`src/rtl/conv_serial_pkg.sv`:
```
package conv_serial_pkg;

  // Conversion-side phase of the controller
  typedef enum logic [1:0] {
    PH_IDLE = 2'd0,
    PH_CONV = 2'd1,
    PH_TAIL = 2'd2
  } conv_phase_e;

  // Strobes from control to datapath
  typedef struct packed {
    logic capture;   // store the parallel result
    logic loadNew;   // start a frame with the incoming result
    logic loadPrev;  // start a frame with the stored result
    logic loadZero;  // start a frame of zeros
  } strobe_t;

endpackage

```
`src/rtl/conv_serial_ctrl.sv`:
```
module conv_serial_ctrl
  import conv_serial_pkg::*;
#(
  parameter bit ZERO_FIRST = 1'b1
) (
  input  logic    clk,
  input  logic    rstN,
  input  logic    convStart,
  input  logic    convDone,
  input  logic    readDuring,
  input  logic    extClkSel,
  input  logic    frmActive,
  input  logic    frmDone,
  output strobe_t strb,
  output logic    convBusy
);

  conv_phase_e phase;
  logic        modeLat;
  logic        prevRdy;
  logic        startOk;
  logic        doneOk;
  logic        launchNew;
  logic        launchOld;

  always_comb begin
    startOk   = convStart && (phase == PH_IDLE) && !frmActive;
    doneOk    = convDone && (phase == PH_CONV);
    launchNew = doneOk && !modeLat && !extClkSel;
    launchOld = startOk && readDuring && !extClkSel;

    strb.capture  = doneOk;
    strb.loadNew  = launchNew;
    strb.loadPrev = launchOld && prevRdy;
    strb.loadZero = launchOld && !prevRdy && ZERO_FIRST;
  end

  always_ff @(posedge clk or negedge rstN) begin
    if (!rstN) begin
      phase   <= PH_IDLE;
      modeLat <= 1'b0;
      prevRdy <= 1'b0;
    end else begin
      case (phase)
        PH_IDLE: begin
          if (startOk) begin
            phase   <= PH_CONV;
            modeLat <= readDuring;
          end
        end
        PH_CONV: begin
          if (doneOk) begin
            phase <= launchNew ? PH_TAIL : PH_IDLE;
          end
        end
        PH_TAIL: begin
          if (frmDone) begin
            phase <= PH_IDLE;
          end
        end
        default: phase <= PH_IDLE;
      endcase
      if (doneOk) begin
        prevRdy <= 1'b1;
      end
    end
  end

  assign convBusy = (phase != PH_IDLE);

endmodule

```
`src/rtl/conv_serial_dpath.sv`:
```
module conv_serial_dpath
  import conv_serial_pkg::*;
#(
  parameter int DATA_W   = 16,
  parameter int HALF_DIV = 2
) (
  input  logic              clk,
  input  logic              rstN,
  input  strobe_t           strb,
  input  logic [DATA_W-1:0] convData,
  input  logic              clkInv,
  input  logic              syncInv,
  output logic              frmActive,
  output logic              frmDone,
  output logic              serClk,
  output logic              frameSync,
  output logic              serData
);

  localparam int CNT_W = (DATA_W > 1) ? $clog2(DATA_W) : 1;
  localparam int DIV_W = (HALF_DIV > 1) ? $clog2(HALF_DIV) : 1;

  logic [DATA_W-1:0] resReg;
  logic [DATA_W-1:0] shReg;
  logic [DATA_W-1:0] loadVal;
  logic [CNT_W-1:0]  bitCnt;
  logic              clkHigh;
  logic              active;
  logic              load;
  logic              halfTick;
  logic              lastBit;

  assign load    = strb.loadNew | strb.loadPrev | strb.loadZero;
  assign lastBit = (bitCnt == CNT_W'(DATA_W - 1));

  always_comb begin
    if (strb.loadNew) begin
      loadVal = convData;
    end else if (strb.loadPrev) begin
      loadVal = resReg;
    end else begin
      loadVal = '0;
    end
  end

  // Parallel result register
  always_ff @(posedge clk or negedge rstN) begin
    if (!rstN) begin
      resReg <= '0;
    end else if (strb.capture) begin
      resReg <= convData;
    end
  end

  // Half-period divider
  generate
    if (HALF_DIV == 1) begin : g_nodiv
      assign halfTick = 1'b1;
    end else begin : g_div
      logic [DIV_W-1:0] divCnt;
      always_ff @(posedge clk or negedge rstN) begin
        if (!rstN) begin
          divCnt <= '0;
        end else if (load || !active) begin
          divCnt <= '0;
        end else if (divCnt == DIV_W'(HALF_DIV - 1)) begin
          divCnt <= '0;
        end else begin
          divCnt <= divCnt + 1'b1;
        end
      end
      assign halfTick = (divCnt == DIV_W'(HALF_DIV - 1));
    end
  endgenerate

  // Shifter and clock phase
  always_ff @(posedge clk or negedge rstN) begin
    if (!rstN) begin
      active  <= 1'b0;
      clkHigh <= 1'b0;
      bitCnt  <= '0;
      shReg   <= '0;
    end else if (load) begin
      active  <= 1'b1;
      clkHigh <= 1'b0;
      bitCnt  <= '0;
      shReg   <= loadVal;
    end else if (active && halfTick) begin
      if (!clkHigh) begin
        clkHigh <= 1'b1;
      end else begin
        clkHigh <= 1'b0;
        if (lastBit) begin
          active <= 1'b0;
          shReg  <= '0;
        end else begin
          bitCnt <= bitCnt + 1'b1;
          shReg  <= {shReg[DATA_W-2:0], 1'b0};
        end
      end
    end
  end

  assign frmActive = active;
  assign frmDone   = active && halfTick && clkHigh && lastBit;
  assign serClk    = (active & clkHigh) ^ clkInv;
  assign frameSync = active ^ syncInv;
  assign serData   = active & shReg[DATA_W-1];

endmodule

```
`src/rtl/conv_serial_master.sv`:
```
module conv_serial_master
  import conv_serial_pkg::*;
#(
  parameter int DATA_W     = 16,
  parameter int HALF_DIV   = 2,
  parameter bit ZERO_FIRST = 1'b1
) (
  input  logic              clk,
  input  logic              rstN,
  input  logic              convStart,
  input  logic              convDone,
  input  logic [DATA_W-1:0] convData,
  input  logic              readDuring,
  input  logic              clkInv,
  input  logic              syncInv,
  input  logic              extClkSel,
  output logic              convBusy,
  output logic              frameSync,
  output logic              serClk,
  output logic              serData
);

  strobe_t strb;
  logic    frmActive;
  logic    frmDone;

  conv_serial_ctrl #(
    .ZERO_FIRST(ZERO_FIRST)
  ) ctrl_i (
    .clk       (clk),
    .rstN      (rstN),
    .convStart (convStart),
    .convDone  (convDone),
    .readDuring(readDuring),
    .extClkSel (extClkSel),
    .frmActive (frmActive),
    .frmDone   (frmDone),
    .strb      (strb),
    .convBusy  (convBusy)
  );

  conv_serial_dpath #(
    .DATA_W  (DATA_W),
    .HALF_DIV(HALF_DIV)
  ) dpath_i (
    .clk      (clk),
    .rstN     (rstN),
    .strb     (strb),
    .convData (convData),
    .clkInv   (clkInv),
    .syncInv  (syncInv),
    .frmActive(frmActive),
    .frmDone  (frmDone),
    .serClk   (serClk),
    .frameSync(frameSync),
    .serData  (serData)
  );

endmodule

```
`config.mk`:
```
export PLATFORM = sky130hd
export DESIGN_NAME = conv_serial_master
export DESIGN_NICKNAME = d
export VERILOG_FILES = /design/src/rtl/conv_serial_pkg.sv /design/src/rtl/conv_serial_ctrl.sv /design/src/rtl/conv_serial_dpath.sv /design/src/rtl/conv_serial_master.sv
export SDC_FILE = /design/constraint.sdc
export NUM_CORES = 1
export LEC_CHECK = 0
export BUFFER_PORTS_ARGS = -buffer_cell sky130_fd_sc_hd__buf_2
export CAP_MARGIN = 30
export CORE_ASPECT_RATIO = 0.5
export CORE_MARGIN = 2
export CORE_UTILIZATION = 51
export DETAILED_ROUTE_END_ITERATION = 10
export GPL_TIMING_DRIVEN = 0
export PLACE_DENSITY = 0.75
export SLEW_MARGIN = 15
export SYNTH_ARGS = -nofsm -noshare
export SYNTH_HDL_FRONTEND = slang
export SYNTH_SLANG_ARGS = --single-unit
export TNS_END_PERCENT = 20
```
`constraint.sdc`:
```
create_clock -name clk -period 1.75 [get_ports clk]
set_clock_uncertainty 0.15 [all_clocks]
set_input_delay 0.2625 -clock clk [delete_from_list [all_inputs] [get_ports clk]]
set_output_delay 0.2625 -clock clk [all_outputs]
set_load 0.03 [all_outputs]
```
# Word-level counts from Yosys, hierarchy flattened

Index checks and enable logic that the tools add are counted.
Widths: inputs -> output; s select.

Bits in registers: 43
Input bits: 24
Logic and storage cells: 75

Add/subtract/negate cells: 2
Eq/ne operators: 7
Muxes and demuxes: 24
Bitwise operators: 6
Reductions and logical operators: 27

Operators by type and width:

| cell                | count |
|---|---|
| $mux 16             | 6 |
| $mux 4              | 4 |
| $logic_and 1x1->1   | 12 |
| $mux 1              | 9 |
| $reduce_and 3->1    | 3 |
| $mux 2              | 4 |
| $ne 2x1->1 const B  | 4 |
| $reduce_bool 2->1   | 4 |
| $pmux 2 s3          | 1 |
| $add 4x1->4 const B | 1 |
| $eq 4x4->1 const B  | 1 |
| $logic_not 1->1     | 4 |
| $reduce_and 2->1    | 2 |
| $and 1x1->1         | 2 |
| $eq 2x1->1 const B  | 1 |
| $eq 2x2->1 const B  | 1 |
| $logic_not 2->1     | 1 |
| $or 1x1->1          | 2 |
| $xor 1x1->1         | 2 |
| $add 1x1->1 const B | 1 |
| $logic_or 1x1->1    | 1 |

# Logic depth before layout (Yosys ltp)

Depth in word-level cells: 10
Mapped depth: 6
Gate-level depth less buffers: 5

# Hierarchy

From an unflattened synthesis, not the netlist that was laid out.

Cells, all modules: 152
Area, all modules: 1978.1 um2

By module, submodules not included:

| module            | instances | cells an instance | area each (um2) | sequential area each (um2) |
|---|---|---|---|---|
| conv_serial_dpath | 1         | 130               | 1751.7          | 975.9 |
| conv_serial_ctrl  | 1         | 22                | 226.5           | 100.1 |

# Worst setup path before layout

OpenSTA, ideal clock, no wires.

Path type: register to register
Start point: register dpath_i.active, in the netlist dpath_i.frmActive
End point: register dpath_i.shReg[13]
Library setup time: 121 ps
Arrival: 1533 ps
Data required time: 1479 ps
Slack: -54 ps
Cell stages (with the launch flop): 7
Path buffers: 2
Clock period less this slack: 1804 ps
Path through: dfrtp_1 buf_6 or4b_4 o22ai_4 buf_6 nor2_1 o22a_1

Longest elaborated chain between the ends: 9
Elaborated cells on any way between the ends: 15
Classes of those cells: mux (3); bitwise (2); reduce/logical (10)

RTL lines:

| item                           | line                    | RTL |
|---|---|---|
| from (decl)                    | conv_serial_dpath.sv:28 | `logic active;` |
| from (signal assigned)         | conv_serial_dpath.sv:79 | `active <= 1'b0;` |
| from (signal assigned)         | conv_serial_dpath.sv:84 | `active <= 1'b1;` |
| from (signal assigned)         | conv_serial_dpath.sv:94 | `active <= 1'b0;` |
| $logic_not 1->1                | conv_serial_ctrl.sv:27  | `startOk = convStart && (phase == PH_IDLE) && !frmActive;` |
| $logic_and 1x1->1              | conv_serial_ctrl.sv:27  |  |
| $logic_and 1x1->1 (2 in a row) | conv_serial_ctrl.sv:30  | `launchOld = startOk && readDuring && !extClkSel;` |
| $logic_and 1x1->1              | conv_serial_ctrl.sv:34  | `strb.loadPrev = launchOld && prevRdy;` |
| $or 1x1->1 (2 in a row)        | conv_serial_dpath.sv:33 | `assign load = strb.loadNew \| strb.loadPrev \| strb.loadZero;` |
| $reduce_bool 2->1 (no line)    | -                       |  |
| $reduce_and 2->1 (no line)     | -                       |  |
| to (signal assigned)           | conv_serial_dpath.sv:87 | `shReg <= loadVal;` |
| to (signal assigned)           | conv_serial_dpath.sv:98 | `shReg <= {shReg[DATA_W-2:0], 1'b0};` |
| to (decl)                      | conv_serial_dpath.sv:24 | `logic [DATA_W-1:0] shReg;` |

Several ways; a longest one is shown, not always the timed one.
A chain may end at the register's enable or synchronous reset.

# Worst setup path in the final report

Start point: register ctrl_i.phase[0]
End point: register dpath_i.shReg[5]

Longest elaborated chain between the ends: 10
Elaborated cells on any way between the ends: 19
Classes of those cells: eq/ne (1); mux (3); bitwise (2); reduce/logical (13)

RTL lines:

| item                           | line                    | RTL |
|---|---|---|
| from (decl)                    | conv_serial_ctrl.sv:18  | `conv_phase_e phase;` |
| from (signal assigned)         | conv_serial_ctrl.sv:53  | `phase <= launchNew ? PH_TAIL : PH_IDLE;` |
| $logic_not 2->1                | conv_serial_ctrl.sv:27  |  |
| $logic_and 1x1->1 (2 in a row) | conv_serial_ctrl.sv:27  |  |
| $logic_and 1x1->1 (2 in a row) | conv_serial_ctrl.sv:30  |  |
| $logic_and 1x1->1              | conv_serial_ctrl.sv:34  |  |
| $or 1x1->1 (2 in a row)        | conv_serial_dpath.sv:33 |  |
| $reduce_bool 2->1 (no line)    | -                       |  |
| $reduce_and 2->1 (no line)     | -                       |  |

Several ways; a longest one is shown, not always the timed one.

==> qor.yml <==
cells_and_area:
  final_cells: 268
  layout.nets: 238
  drive_gt1_share_pct: 48.1
  final_common_cell: "sky130_fd_sc_hd__dfrtp_1"
  postLayoutCellArea_um2: 2570
  layout.cells.most_common_list: "43 x sky130_fd_sc_hd__dfrtp_1, 25 x sky130_fd_sc_hd__buf_2, 17 x sky130_fd_sc_hd__mux2_2, 11 x sky130_fd_sc_hd__a22oi_1"
  area.growth.synth_to_final_pct: 27.4
  insertedDiodeCount: 0
  final.fill_count: 301
  layout.core_utilization_pct: 66.8
hold_path:
  hold_path.class: "in -> reg"
  worstHoldEndpoint: "dpath_i.shReg[2]"
  hold_path_depth: 3
  hp-start: "convData[2]"
clock_network:
  tritoncts.num_buffers: 5
  cts_tree: "built"
  htree_num_levels: 2
  clock_tree.root_cell: "sky130_fd_sc_hd__clkbuf_8"
  clk_transition_reported_paths_ps: 80
  ctsLongestPathBuffers: 2
  clock_sink_count: 43
  insertion_delay_ps: 290
sta:
  final_period_minus_worst_setup_slack_ps: 1920
  grt_setup_unrepaired: "yes"
  maxClockFrequency_ghz: 0.521
  hold_fails_final_rpt: 0
  timing.max_slew.rel_slack_pct: 84.1
  layout_worst_path_cycle_share_pct: 110
  timing_worst_slew_pin_value_ps: 237
  finalSetupViolations: 22
  drv_slew: 0
  final_worst_path_setup_slack_ps: -170
run:
  drv_cap: 0
worst_setup_path:
  worst-path-max-fanout: 6
  worstReg2RegStart: "ctrl_i.phase[0]"
  setup.worst_path.start_class: "register"
  reg2reg_depth: 6
  critical_path_class: "reg -> reg"
  crit_path_end_kind: "register"
  worst_ep_arrival_time_ps: 1950
  reg2reg_setup_slack_ps: -170
  endpoint_of_the_worst_slack_reg_to_reg_timing_path: "dpath_i.shReg[5]"
  crit_required_ps: 1780
place:
  place.port_buffers: 27
  detailed_placement_hpwl_um: 2730
  place_worst_setup_slack_ps: -253
  place.gp.congestion: 0.808
  post_dp_area_um2: 2220
  dpl.cell_count: 247
routing:
  detail_route.wl_per_cell_um: 16.0
  top_layer: "met4"
  vias: 1493
  drtPass1Iterations: 4
  met1_length_um: 2090
  antenna_violating_nets_post_route: 0
  drt-vias-per-instance: 5.57
  postRouteWirelength_um: 4290
  routed_length_on_met3_um: 149
  detailroute.wirelength.met2_um: 2010
  drt_drc_violations_left: 0
  drt_iter0_markers: 95
global_route:
  grt_overflow: 0
  grt_start_max_net_pins: 44
  grt_pass1_vias: 1368
  antenna_found_initial: 0
  grt_pass1_wl_um: 6560
  grt.total_usage_pct: 19.3
power_and_ir_drop:
  leakage_nw: 1.12
  power.ir.vdd_worst_mv: 0.643
  post-layout-total-power_mw: 3.94
  power_density_nw_per_um2: 1530
die:
  floorplan.core_area_um2: 3840
  design.die.area_um2: 4500
  std_cell_rows: 16
  top_level_ports: 28
  chipHeight_um: 48.5
  die_w_um: 92.9
  initial_utilization_pct: 52.4
run_status:
  status: "finished, violations left"
  failed_checks: "setup timing"
yosys:
  synthesis.yosys.warnings: 0
  synth_seq_cells: 43
  syn-instance-count: 166
  synth.yosys.seq_area_share_pct: 53.4
  synth.net_count: 191
  netlist_area_um2: 2020
  synth.distinct_cells: 30
  syn_area_per_cell_um2: 12.1
==> stage by stage <==
| step | TNS, ps | hold WS [ps] |
|---|---|---|
| final | -2740 | 60.3 |
| after global routing | -4250 | 52.9 |
| after CTS | -2680 | 58.6 |
| after detailed placement | -5110 | 302 |
| after global placement | -4010 | 301 |
| after floorplan | -573 | -183 |
==> area by class of cell <==
type / count / area (µm²) / area share (%)
Buffer: 9 / 95.1 / 3.70
Clock buffer: 7 / 76.3 / 2.97
Clock inverter: 1 / 5.00 / 0.195
Inverter: 2 / 7.51 / 0.292
Multi-Input combinational cell: 112 / 957 / 37.3
Sequential cell: 43 / 1080 / 41.9
Tap cell: 54 / 67.6 / 2.63
Timing Repair Buffer: 40 / 284 / 11.1
==> registers in the layout, summed over array words and instances, names as in the netlist <==
register / flops
ctrl_i.modeLat: 1
ctrl_i.phase: 2
ctrl_i.prevRdy: 1
dpath_i.bitCnt: 4
dpath_i.clkHigh: 1
dpath_i.frmActive: 1
dpath_i.g_div.divCnt: 1
dpath_i.resReg: 16
dpath_i.shReg: 16
==> cells by family (layout without fill, tap and decap cells) <==
kind of cell / Yosys count / in the layout / synth area share [%]
flops: 43 / 43 / 53.4
xor+xnor: 6 / 6 / 2.61
mux: 18 / 18 / 9.99
simple gates: 35 / 35 / 9.93
fa+ha+maj: 1 / 1 / 0.621
compound gates: 52 / 52 / 20.0
buf+inv: 11 / 59 / 3.48
==> layer usage <==
layer / track usage [%] / vias up
met5: 0 / -
met2: 29.3 / 28
met1: 27.5 / 751
met3: 5.14 / 4
li1: - / 710
met4: 5.88 / 0
==> cells in the mapped netlist <==
library cell / instances / area [µm²]
sky130_fd_sc_hd__or2_2: 2 / 12.5
sky130_fd_sc_hd__xnor2_1: 2 / 17.5
sky130_fd_sc_hd__a22o_1: 5 / 43.8
sky130_fd_sc_hd__o21ai_0: 4 / 20.0
sky130_fd_sc_hd__mux2i_1: 1 / 10.0
sky130_fd_sc_hd__ha_1: 1 / 12.5
sky130_fd_sc_hd__mux2_2: 17 / 191
sky130_fd_sc_hd__nor3b_1: 2 / 15.0
sky130_fd_sc_hd__o22ai_4: 1 / 20.0
sky130_fd_sc_hd__nor3_4: 1 / 16.3
sky130_fd_sc_hd__o21ai_2: 10 / 87.6
sky130_fd_sc_hd__buf_2: 5 / 25.0
sky130_fd_sc_hd__a22oi_1: 21 / 158
sky130_fd_sc_hd__a21oi_1: 6 / 30.0
sky130_fd_sc_hd__nor2_2: 1 / 6.26
sky130_fd_sc_hd__and2_1: 2 / 12.5
sky130_fd_sc_hd__or4b_4: 1 / 13.8
sky130_fd_sc_hd__o22a_1: 5 / 43.8
sky130_fd_sc_hd__nor2_1: 11 / 41.3
sky130_fd_sc_hd__clkbuf_1: 1 / 3.75
sky130_fd_sc_hd__and3_1: 2 / 12.5
sky130_fd_sc_hd__nor2b_1: 1 / 6.26
sky130_fd_sc_hd__nand2b_1: 4 / 25.0
sky130_fd_sc_hd__nand3b_1: 1 / 7.51
sky130_fd_sc_hd__dfrtp_1: 43 / 1080
sky130_fd_sc_hd__nand3_1: 4 / 20.0
sky130_fd_sc_hd__nand2_1: 3 / 11.3
sky130_fd_sc_hd__xor2_1: 4 / 35.0
sky130_fd_sc_hd__buf_6: 3 / 33.8
sky130_fd_sc_hd__inv_1: 2 / 7.51
==> worst max-delay path: stages, from the launching register on <==
cell	delay [ps]
sky130_fd_sc_hd__dfrtp_1	430
sky130_fd_sc_hd__or4b_4	610
sky130_fd_sc_hd__o22ai_4	180
sky130_fd_sc_hd__buf_8	150
sky130_fd_sc_hd__buf_6	130
sky130_fd_sc_hd__buf_4	110
sky130_fd_sc_hd__o21ai_2	50
==> worst max-delay path by stage <==
stage	cells past startpoint	to	slack, ps	from
after floorplan	6	dpath_i.shReg[5]	-50	dpath_i.frmActive
after global placement	6	dpath_i.bitCnt[1]	-190	dpath_i.bitCnt[0]
after detailed placement	6	dpath_i.shReg[0]	-250	ctrl_i.phase[1]
after CTS	7	dpath_i.shReg[10]	-160	dpath_i.frmActive
after global routing	6	dpath_i.shReg[14]	-230	ctrl_i.phase[0]
final	6	dpath_i.shReg[5]	-170	ctrl_i.phase[0]
==> repair_timing <==
item	in CTS	in global routing
cloned	1	0
setup endpoints to repair	30	34
pin swaps	4	3
gates resized for setup	18	24
setup buffers	3	7
hold endpoints to repair	43	0
hold buffers	1	0
==> where the power goes <==
| group | internal (mW) | switching [mW] | leakage (nW) |
|---|---|---|---|
| Combinational | 0.785 | 0.767 | 0.557 |
| Clock | 0.280 | 0.327 | 0.0422 |
| Sequential | 1.47 | 0.312 | 0.524 |
No activity file was read; power rests on OpenSTA's default activity.
